<file path="config.mk">
export PLATFORM = sky130hd
export DESIGN_NAME = ring_link_stage
export DESIGN_NICKNAME = d
export VERILOG_FILES = /design/src/rtl/ring_link_pkg.sv /design/src/rtl/ring_link_fifo.sv /design/src/rtl/ring_credit_ctr.sv /design/src/rtl/ring_link_arb.sv /design/src/rtl/ring_link_stage.sv
export SDC_FILE = /design/constraint.sdc
export NUM_CORES = 1
export LEC_CHECK = 0
export ABC_AREA = 1
export ABC_CLOCK_PERIOD_IN_PS = 3500
export BUFFER_PORTS_ARGS = -buffer_cell sky130_fd_sc_hd__buf_2
export CORE_ASPECT_RATIO = 1.2
export CORE_MARGIN = 5
export CORE_UTILIZATION = 55
export CTS_BUF_LIST = sky130_fd_sc_hd__clkbuf_4 sky130_fd_sc_hd__clkbuf_8
export CTS_CLUSTER_SIZE = 40
export DETAILED_ROUTE_END_ITERATION = 7
export PLACE_DENSITY = 0.85
export SLEW_MARGIN = 25
export SYNTH_ARGS = -nofsm -noshare
export SYNTH_HDL_FRONTEND = slang
export SYNTH_HIERARCHICAL = 1
export SYNTH_SLANG_ARGS = --single-unit
</file>
<file path="constraint.sdc">
create_clock -name clk -period 3.5 [get_ports clk]
set_input_delay 0.7 -clock clk [delete_from_list [all_inputs] [get_ports clk]]
set_output_delay 0.7 -clock clk [all_outputs]
set_load 0.05 [all_outputs]
</file>
<file path="src/rtl/ring_link_pkg.sv">
package ring_link_pkg;
  typedef enum logic [2:0] {
    ACT_NONE,
    ACT_FWD,
    ACT_DLV,
    ACT_DROP,
    ACT_INJ
  } ring_act_e;
endpackage

</file>
<file path="src/rtl/ring_link_fifo.sv">
module ring_link_fifo #(
  parameter int W     = 20,
  parameter int DEPTH = 2
) (
  input  logic             clk,
  input  logic             rst,
  input  logic             push,
  input  logic [W-1:0]     wdata,
  input  logic             pop,
  output logic [W-1:0]     rdata,
  output logic             empty,
  output logic [$clog2(DEPTH+1)-1:0] occ
);
  localparam int PTR_W = (DEPTH > 1) ? $clog2(DEPTH) : 1;
  localparam int OCC_W = $clog2(DEPTH+1);

  logic [W-1:0]     mem [DEPTH];
  logic [PTR_W-1:0] wp, rp;

  function automatic logic [PTR_W-1:0] bump(input logic [PTR_W-1:0] p);
    return (p == PTR_W'(DEPTH-1)) ? '0 : p + 1'b1;
  endfunction

  always_ff @(posedge clk) begin
    if (push) mem[wp] <= wdata;
  end

  always_ff @(posedge clk) begin
    if (rst) begin
      wp  <= '0;
      rp  <= '0;
      occ <= '0;
    end else begin
      if (push) wp <= bump(wp);
      if (pop)  rp <= bump(rp);
      occ <= occ + OCC_W'(push) - OCC_W'(pop);
    end
  end

  assign rdata = mem[rp];
  assign empty = (occ == '0);
endmodule

</file>
<file path="src/rtl/ring_credit_ctr.sv">
module ring_credit_ctr #(
  parameter int DEPTH = 2
) (
  input  logic                       clk,
  input  logic                       rst,
  input  logic                       take,
  input  logic                       give,
  output logic                       avail,
  output logic [$clog2(DEPTH+1)-1:0] count
);
  localparam int CNT_W = $clog2(DEPTH+1);

  always_ff @(posedge clk) begin
    if (rst) count <= CNT_W'(DEPTH);
    else     count <= count + CNT_W'(give) - CNT_W'(take);
  end

  assign avail = (count != '0);
endmodule

</file>
<file path="src/rtl/ring_link_arb.sv">
module ring_link_arb
  import ring_link_pkg::*;
#(
  parameter int ID_W    = 2,
  parameter int NODE_ID = 1
) (
  input  logic            stall,
  input  logic            head_ok,
  input  logic [ID_W-1:0] head_src,
  input  logic [ID_W-1:0] head_dst,
  input  logic            cred_ok,
  input  logic            inj_valid,
  output ring_act_e       act,
  output logic            inj_ready
);
  localparam logic [ID_W-1:0] ME = ID_W'(NODE_ID);

  always_comb begin
    act = ACT_NONE;
    if (!stall) begin
      if (head_ok) begin
        if (head_dst == ME)      act = ACT_DLV;
        else if (head_src == ME) act = ACT_DROP;
        else if (cred_ok)        act = ACT_FWD;
      end else if (inj_valid && cred_ok) begin
        act = ACT_INJ;
      end
    end
  end

  assign inj_ready = !stall && !head_ok && cred_ok;
endmodule

</file>
<file path="src/rtl/ring_link_stage.sv">
module ring_link_stage
  import ring_link_pkg::*;
#(
  parameter int NODES     = 4,
  parameter int NODE_ID   = 1,
  parameter int DATA_W    = 16,
  parameter int BUF_DEPTH = 2,
  localparam int ID_W     = (NODES > 1) ? $clog2(NODES) : 1
) (
  input  logic              clk,
  input  logic              rst,
  input  logic              stall_i,
  input  logic              up_valid_i,
  input  logic [ID_W-1:0]   up_src_i,
  input  logic [ID_W-1:0]   up_dst_i,
  input  logic [DATA_W-1:0] up_data_i,
  output logic              up_credit_o,
  output logic              dn_valid_o,
  output logic [ID_W-1:0]   dn_src_o,
  output logic [ID_W-1:0]   dn_dst_o,
  output logic [DATA_W-1:0] dn_data_o,
  input  logic              dn_credit_i,
  input  logic              inj_valid_i,
  output logic              inj_ready_o,
  input  logic [ID_W-1:0]   inj_dst_i,
  input  logic [DATA_W-1:0] inj_data_i,
  output logic              dlv_valid_o,
  output logic [ID_W-1:0]   dlv_src_o,
  output logic [DATA_W-1:0] dlv_data_o
);
  localparam int MSG_W = 2*ID_W + DATA_W;
  localparam int CNT_W = $clog2(BUF_DEPTH+1);

  logic [MSG_W-1:0]  head;
  logic              empty;
  logic [CNT_W-1:0]  occ;
  logic [CNT_W-1:0]  cred;
  logic              cred_ok;
  logic              pop, send;
  ring_act_e         act;
  logic [ID_W-1:0]   h_src, h_dst;
  logic [DATA_W-1:0] h_data;

  assign {h_src, h_dst, h_data} = head;

  ring_link_fifo #(.W(MSG_W), .DEPTH(BUF_DEPTH)) u_buf (
    .clk   (clk),
    .rst   (rst),
    .push  (up_valid_i),
    .wdata ({up_src_i, up_dst_i, up_data_i}),
    .pop   (pop),
    .rdata (head),
    .empty (empty),
    .occ   (occ)
  );

  ring_link_arb #(.ID_W(ID_W), .NODE_ID(NODE_ID)) u_arb (
    .stall     (stall_i),
    .head_ok   (!empty),
    .head_src  (h_src),
    .head_dst  (h_dst),
    .cred_ok   (cred_ok),
    .inj_valid (inj_valid_i),
    .act       (act),
    .inj_ready (inj_ready_o)
  );

  ring_credit_ctr #(.DEPTH(BUF_DEPTH)) u_cred (
    .clk   (clk),
    .rst   (rst),
    .take  (send),
    .give  (dn_credit_i),
    .avail (cred_ok),
    .count (cred)
  );

  assign pop         = (act == ACT_FWD) || (act == ACT_DLV) || (act == ACT_DROP);
  assign send        = (act == ACT_FWD) || (act == ACT_INJ);
  assign up_credit_o = pop;

  always_ff @(posedge clk) begin
    if (rst) begin
      dn_valid_o  <= 1'b0;
      dlv_valid_o <= 1'b0;
    end else begin
      dn_valid_o  <= send;
      dlv_valid_o <= (act == ACT_DLV);
    end
  end

  always_ff @(posedge clk) begin
    if (act == ACT_INJ) begin
      dn_src_o  <= ID_W'(NODE_ID);
      dn_dst_o  <= inj_dst_i;
      dn_data_o <= inj_data_i;
    end else if (act == ACT_FWD) begin
      dn_src_o  <= h_src;
      dn_dst_o  <= h_dst;
      dn_data_o <= h_data;
    end
    if (act == ACT_DLV) begin
      dlv_src_o  <= h_src;
      dlv_data_o <= h_data;
    end
  end
endmodule

</file>
==> flow_summary.ini, run 1 <==
[outcome]
outcome = completed

[finish]
fillers = 441
area_growth_pct = 19.5
multi_input_area_um2 = 796
layout.area.seq_um2 = 2500
drive_above_1_share_pct = 37.4
fin_cells = 424
fin_util_pct = 67.8
n_antenna_cell = 0
final_cell_area_um2 = 4130
nets = 385

[global_route]
first_global_vias = 2049
antenna_found_initial = 0
top_usage_layer = met2
grt_max_degree = 23
track_usage_pct = 16.1
grt_pass1_wl_mm = 9.68
grt_overflow_total = 0
use_met3_pct = 2.79
use_met2_pct = 25.2
grt_use_met1_pct = 21.3

[critical_path]
path_max_fanout = 20
required_ns = 2.80
critPathKind = register to output pin
crit_arrival_ns = 2.60
r2r_setup_slack_ns = 0.32
cp-start-kind = register
crit_path_end_kind = output pin
reg2regPathDepth = 14
rr_endpoint = u_cred/count[1]$_SDFF_PP1_

[synthesis]
synth.yosys.warnings = 6
syn-cell-area_um2 = 3450
synth_seq_cells = 87
synthCells = 245
syn_nets = 293
syn_avg_cell_area_um2 = 14.1
ys_seq_area_share_pct = 72.5
ys_types = 17

[power]
p_leak_nw = 1.79
peakVddDrop_mv = 0.407
p_seq_share_pct = 42.9
clkPwrFrac_pct = 19.1
pwr-share-comb_pct = 38.0
p_int_mw = 2.03
switching_share_pct = 39.9
powerDensity_nw_per_um2 = 820
switchingPower_mw = 1.35
power_mw = 3.38

[floorplan]
die-area_um2 = 7970
initial_core_util_pct = 56.7
rows = 31
die_w_um = 82.3
core-area_um2 = 6090
ios = 86
die_y_um = 96.8

[route]
detail_route.wl_per_cell_um = 14.6
drt_iter0_drc = 117
firstDrtPassIters = 4
finalWirelength_mm = 6.19
drc = 0
via_per_inst = 4.99
antenna_left = 0
vias = 2115

[sta]
final_hold_viol_count = 0
rsz0062_at_grt = no
setup_slack_ns = 0.202
slew-limit-headroom_pct = 31.9
report.final.slew_viol_count = 0
fin_skew_ns = 0.0113
period_needed_ns = 3.30
worst_pin_slew_ns = 1.02
fmax_mhz = 303
fin_setup_tns_ns = 0
timing.final.crit_share_pct = 94.2
setup_viol = 0
hold_slack_ns = 0.491

[clock_network]
cts_tree = yes
clk_pin_slew_ns = 0.10
post_cts_buffers = 0
ctsHoldBuffers = 0
insertion_delay_ns = 0.34
htree_levels = 3
clockRootBuffer = clkbuf_8
cts_made_buffers = 9
clock-sinks = 87
clk_path_buf_depth = 2
postCtsResizedCells = 0

[worst_hold_path]
min_path_type = register to register
min_from = dn_src_o[0]$_SDFFE_PP1P_
min_path_cells = 2
holdPathEnd = dn_src_o[0]$_SDFFE_PP1P_

[placed_design]
place.port_buffers = 85
pre_cts_slack_ns = 0.387
hpwl_mm = 4.72
place.gp.congestion = 0.756
place_inst = 408
place_area_um2 = 3940

[run]
cap_violations = 0
==> state kept, by name, summed over array words and instances (netlist names), named ones only <==
register / count
dn_src_o: 2
dlv_data_o: 16
dlv_valid_o: 1
u_buf/occ: 2
u_cred/count: 2
u_buf/rp: 1
dlv_src_o: 2
dn_dst_o: 2
dn_data_o: 16
u_buf/mem: 40
u_buf/wp: 1
dn_valid_o: 1
==> cell families after synthesis <==
family	count (synthesis)	synth area share (%)
fa+ha+maj	4	1.45
buf+inv	31	4.71
mux	20	8.70
compound gates	4	0.580
simple gates	98	11.8
xor+xnor	1	0.254
flops	87	72.5
==> area by class of cell <==
class                           instances  share of cell area [%]
Inverter                               23                    2.09
Tap cell                               82                    2.49
Timing Repair Buffer                   89                    11.0
Sequential cell                        87                    60.6
Multi-Input combinational cell        127                    19.3
Clock inverter                          7                    1.49
Clock buffer                            9                    3.00
==> cells in the final DEF, fill, tap and decap left out <==
cell type	instances
inv_6	4
clkinvlp_4	2
a21oi_1	4
ha_1	4
nor3_2	1
dfxtp_1	11
edfxtp_1	76
nand3_1	25
nand2_1	55
inv_1	23
nor3_1	1
buf_4	4
inv_8	1
buf_2	85
nor2_2	2
nor2_1	12
nand4_1	2
xnor2_1	1
mux2_4	20
clkbuf_8	9
==> critical path, stage by stage, from the launching register on <==
cell and delay [ns]:
dfxtp_1 0.56, mux2_4 0.36, a21oi_1 0.16, nor2_1 0.11, nor2_2 0.58, nor2_1 0.21
buf_2 0.27
==> routing by layer <==
layer	up-vias	share of wire, %
li1	1033	-
met5	-	0
met4	0	1.6
met1	976	42
met2	98	48
met3	8	8.4
==> power by group through the flow <==
stage,clock [mW],combinational (mW),sequential [mW]
floorplan,0,0.655,1.88
global placement,0,1.26,1.47
detailed placement,0,1.29,1.48
CTS,0.653,1.30,1.46
global route,0.704,1.39,1.47
finish,0.645,1.29,1.45
==> how the worst max path moves through the flow <==
stage	start	end	slack (ns)
after detailed placement	register	u_cred/count[1]$_SDFF_PP1_	0.39
after global placement	register	u_cred/count[0]$_SDFF_PP0_	0.51
after CTS	register	up_credit_o	0.21
after global routing	register	up_credit_o	0.01
after floorplan	register	u_buf/occ[1]$_SDFF_PP0_	0.31
final	register	up_credit_o	0.20
==> cells in the mapped netlist, drive strengths merged <==
| master | number | area share [%] |
|---|---|---|
| inv | 23 | 2.5 |
| nand4 | 2 | 0.36 |
| nor3 | 2 | 0.29 |
| buf | 8 | 2.2 |
| edfxtp | 76 | 66 |
| dfxtp | 11 | 6.4 |
| a21oi | 4 | 0.58 |
| nand3 | 25 | 3.6 |
| xnor2 | 1 | 0.25 |
| ha | 4 | 1.4 |
| mux2 | 20 | 8.7 |
| nor2 | 14 | 1.6 |
| nand2 | 55 | 6.0 |
No activity file was read; power rests on OpenSTA's default activity.
==> run 2, diff against run 1 <==
- CORE_UTILIZATION: 55 -> 45
- PLACE_DENSITY: 0.85 -> 0.72
==> run 2 against run 1 <==
Sequential power barely moved; sequential share of layout area fell by 0.98 points; critical path depth did not move; via count fell by 1.3%; critical path type unchanged.
==> flow_summary.ini, run 2 (synthesis results as in run 1) <==
[finish]
drive_above_1_share_pct = 36.8
layout_commonest_cell = buf_2
final_cell_area_um2 = 4200
fin_cells = 434
n_antenna_cell = 0
area_growth_pct = 21.5
largest_register = u_buf/mem
most-common-layout-cells = 85 x buf_2, 76 x edfxtp_1, 55 x nand2_1, 25 x nand3_1, 23 x inv_1
largest_register_ffs = 40
fin_util_pct = 55.4
nets = 385
largestRegisters = u_buf/mem (40), dlv_data_o (16), dn_data_o (16)
fillers = 645

[route]
vias = 2087
via_per_inst = 4.81
drc = 0
finalWirelength_mm = 6.52
drt_iter0_drc = 100
firstDrtPassIters = 4
antenna_left = 0
detail_route.wl_per_cell_um = 15.0

[floorplan]
die_y_um = 106
initial_core_util_pct = 45.6
ios = 86
core-area_um2 = 7580
rows = 35
die_w_um = 90.0
die-area_um2 = 9530

[placed_design]
place.port_buffers = 85
place.gp.congestion = 0.791
place_inst = 418
hpwl_mm = 4.95
place_area_um2 = 3960

[clock_network]
postCtsResizedCells = 0
cts_made_buffers = 9
clk_path_buf_depth = 2
clk_pin_slew_ns = 0.08
clock-sinks = 87
htree_levels = 3
ctsHoldBuffers = 0
post_cts_buffers = 0
clockRootBuffer = clkbuf_8
insertion_delay_ns = 0.34
cts_tree = yes

[sta]
worst_pin_slew_ns = 0.821
slew-limit-headroom_pct = 45.2
final_hold_viol_count = 0
hold_slack_ns = 0.494
fmax_mhz = 305
fin_skew_ns = 0.00529
period_needed_ns = 3.28
rsz0062_at_grt = no
timing.final.crit_share_pct = 93.7
fin_setup_tns_ns = 0
report.final.slew_viol_count = 0
setup_viol = 0

[critical_path]
crit_arrival_ns = 2.58
crit_family = simple AND/OR/NAND/NOR gates
required_ns = 2.80
crit_path_end_kind = output pin
cp_slowest_cell = dfxtp_1
path_max_fanout = 20
crit_top_cell = nor2_1
cp-start-kind = register
worst-path-buf-inv = 1
cp_cell_sequence = mux2_4, a21oi_1, nor2_1, nor2_2, nor2_1, buf_2
critPathMaxStageDelay_ns = 0.56
critPathKind = register to output pin

[worst_hold_path]
min_path_type = register to register

[power]
peakVddDrop_mv = 0.415
powerDensity_nw_per_um2 = 847
p_leak_nw = 1.82

[global_route]
grt_max_degree = 23
track_usage_pct = 13.9
grt_pass1_wl_mm = 10.5
antenna_found_initial = 0
grt_overflow_total = 0
first_global_vias = 2098

[outcome]
outcome = completed

[run]
cap_violations = 0
-- run 2: cell count changes in the layout (fill, tap and decap cells not counted) --
cell and change:
clkinv_1 +2, bufinv_16 +3, clkinv_4 +1, nor2_2 -1, clkinv_2 +1, nor2_4 +1, clkinvlp_4 -2, inv_8 -1
inv_6 -4
-- run 2: layout make-up --
type	instances	area, um2	share of cell area, %
clock inverter	7	111	2.65
timing repair buffer	89	455	10.9
clock buffer	9	124	2.95
inverter	23	86.3	2.06
multi-input combinational	127	801	19.1
sequential	87	2500	59.6
tap	92	115	2.74
-- run 2: worst paths after layout --
path,depth (start not counted),slack (ns),from,end
worst min register to register,2,0.49,dn_src_o[0]$_SDFFE_PP1P_,dn_src_o[0]$_SDFFE_PP1P_
worst max-delay path,6,0.22,register,up_credit_o
worst min-delay path,2,0.49,dn_src_o[0]$_SDFFE_PP1P_,dn_src_o[0]$_SDFFE_PP1P_
worst max register to register,14,0.33,register,u_cred/count[1]$_SDFF_PP1_
-- run 2: tightest hold or removal path, delay by kind of cell, from the launching register on --
kind | cells | cell delay (ns)
flops | 1 | 0.35
simple gates | 2 | 0.12
-- run 2: through the flow --
stage | setup slack, ns | power, mW
floorplan | 0.306 | 2.53
global placement | 0.484 | 2.74
detailed placement | 0.341 | 2.79
CTS | 0.192 | 3.58
global route | 0.0315 | 3.74
finish | 0.219 | 3.55
-- run 2: power breakdown --
part | switching [mW] | internal, mW | leakage, nW
clock | 0.336 | 0.469 | 0.118
sequential | 0.0689 | 1.39 | 0.798
combinational | 0.919 | 0.376 | 0.903
-- run 2: routing by layer --
metal  routed length (um)  share of wire [%]  track usage [%]  vias up
li1                     -                  -                -     1035
met1                 2730                 42             17.3      958
met2                 3190                 49             21.8       76
met3                  393                6.0             3.61       18
met4                  202                3.1             8.30        0
met5                    0                  0                0        -
==> run 3, diff against run 2 <==
- CORE_MARGIN: 5 -> 2
- CORE_UTILIZATION: 45 -> 40
- PLACE_DENSITY: 0.72 -> 0.66
==> run 3 against run 2 <==
Global-route usage about the same; fmax up 1.7%; count of clock-buffer cells in the layout unchanged; critical path type unchanged; largest cell class unchanged.
==> flow_summary.ini, run 3 (synthesis results as in run 1) <==
[outcome]
outcome = completed

[placed_design]
hpwl_mm = 4.69
place_inst = 443
place.port_buffers = 85
place.gp.congestion = 0.829
place_area_um2 = 3990

[critical_path]
path_max_fanout = 20
rr_endpoint = u_cred/count[1]$_SDFF_PP1_
r2r_setup_slack_ns = 0.56
reg2regPathDepth = 13
crit_arrival_ns = 2.53
required_ns = 2.80
crit_family = simple AND/OR/NAND/NOR gates
crit_top_cell = nor2_1
critPathKind = register to output pin
cp_slowest_cell = nor2_2
cp_cell_sequence = mux2_4, a21oi_1, nor2_1, nor2_2, nor2_1, buf_2
critPathMaxStageDelay_ns = 0.58
cp-start-kind = register
worst-path-buf-inv = 1
crit_path_end_kind = output pin

[sta]
timing.final.crit_share_pct = 92.1
fin_setup_tns_ns = 0
final_hold_viol_count = 0
report.final.slew_viol_count = 0
worst_pin_slew_ns = 0.977
fin_skew_ns = 0.00911
slew-limit-headroom_pct = 34.8
fmax_mhz = 310
setup_viol = 0
rsz0062_at_grt = no
period_needed_ns = 3.23

[worst_hold_path]
min_path_type = register to register
min_from = dn_src_o[1]$_SDFFE_PP0P_
min_path_cells = 2
holdPathEnd = dn_src_o[1]$_SDFFE_PP0P_

[route]
firstDrtPassIters = 6
drc = 0
vias = 2067
finalWirelength_mm = 6.19
drt_iter0_drc = 102
antenna_left = 0
detail_route.wl_per_cell_um = 13.5
via_per_inst = 4.50

[power]
power_mw = 3.40
p_leak_nw = 1.79
powerDensity_nw_per_um2 = 813
peakVddDrop_mv = 0.218

[global_route]
grt_pass1_wl_mm = 9.74
first_global_vias = 2079
track_usage_pct = 13.9
grt_overflow_total = 0
antenna_found_initial = 0
grt_max_degree = 22

[floorplan]
die_w_um = 88.8
die_y_um = 106
die-area_um2 = 9400
rows = 37
ios = 86
core-area_um2 = 8470
initial_core_util_pct = 40.8

[finish]
fillers = 766
largest_register_ffs = 40
largestRegisters = u_buf/mem (40), dlv_data_o (16), dn_data_o (16)
fin_cells = 459
largest_register = u_buf/mem
final_cell_area_um2 = 4170
most-common-layout-cells = 85 x buf_2, 76 x edfxtp_1, 55 x nand2_1, 25 x nand3_1, 23 x inv_1
layout_commonest_cell = buf_2
drive_above_1_share_pct = 37.4
n_antenna_cell = 0
area_growth_pct = 20.9
nets = 385

[clock_network]
post_cts_buffers = 0
postCtsResizedCells = 0
htree_levels = 3
clockRootBuffer = clkbuf_8
cts_made_buffers = 9
clock-sinks = 87
cts_tree = yes
insertion_delay_ns = 0.36
clk_path_buf_depth = 2
ctsHoldBuffers = 0
clk_pin_slew_ns = 0.09

[run]
cap_violations = 0
==> run 3: cell types whose count changed in the layout (fill, tap and decap cells not counted), moves of 2 or more <==
| cell | before | now |
|---|---|---|
| inv_6 | 0 | 2 |
| inv_8 | 0 | 2 |
| clkinv_1 | 2 | 0 |
| clkinvlp_4 | 0 | 2 |
| bufinv_16 | 3 | 0 |
==> run 3: how the worst max path moves through the flow <==
stage,start,endpoint,slack [ns],depth (start not counted)
5_1_grt,register,up_credit_o,0.08,8
2_1_floorplan,register,u_buf/occ[1]$_SDFF_PP0_,0.31,17
4_1_cts,register,up_credit_o,0.26,6
6_report,register,up_credit_o,0.27,6
3_5_place_dp,register,u_cred/count[1]$_SDFF_PP1_,0.56,13
3_3_place_gp,stall_i,up_credit_o,0.73,7
==> run 3: worst register-to-register path: stages, from the launching register on <==
cell     delay (ns)
dfxtp_1        0.49
mux2_4         0.35
a21oi_1        0.15
nor2_1         0.11
nor2_2         0.58
nand2_1        0.15
nand2_1        0.10
buf_4          0.25
ha_1           0.27
inv_1          0.06
ha_1           0.16
inv_1          0.04
nand2_1        0.06
nand3_1        0.07
==> run 3: layout make-up <==
class	count	area (um2)	area share [%]
clock buffer	9	124	2.97
clock inverter	7	63.8	1.53
inverter	23	86.3	2.07
multi-input combinational	127	796	19.1
sequential	87	2500	60.0
tap	117	146	3.51
timing repair buffer	89	455	10.9
==> run 3: per-layer routing <==
metal  share of wire [%]  vias up  global-route usage [%]  wire, um
met3                 6.4        7                    4.23       394
met5                   0        -                       0         0
met2                  49       72                    22.1      3030
met1                  43      956                    17.4      2660
li1                    -     1032                       -         -
met4                 1.7        0                    6.17       107
==> run 3: per-stage QoR <==
step / hold WS, ns / utilization (%) / worst slack, ns
floorplan: 0.481 / - / 0.306
global placement: 0.445 / 47.1 / 0.732
detailed placement: 0.453 / 47.1 / 0.562
CTS: 0.478 / 49.3 / 0.262
global route: 0.503 / 49.3 / 0.0825
finish: 0.476 / 49.3 / 0.275
==> run 3: where the power goes <==
group	total (mW)	switching [mW]	leakage (nW)	internal, mW
clock	0.653	0.380	0.0903	0.274
sequential	1.44	0.0579	0.798	1.39
combinational	1.30	0.922	0.902	0.377
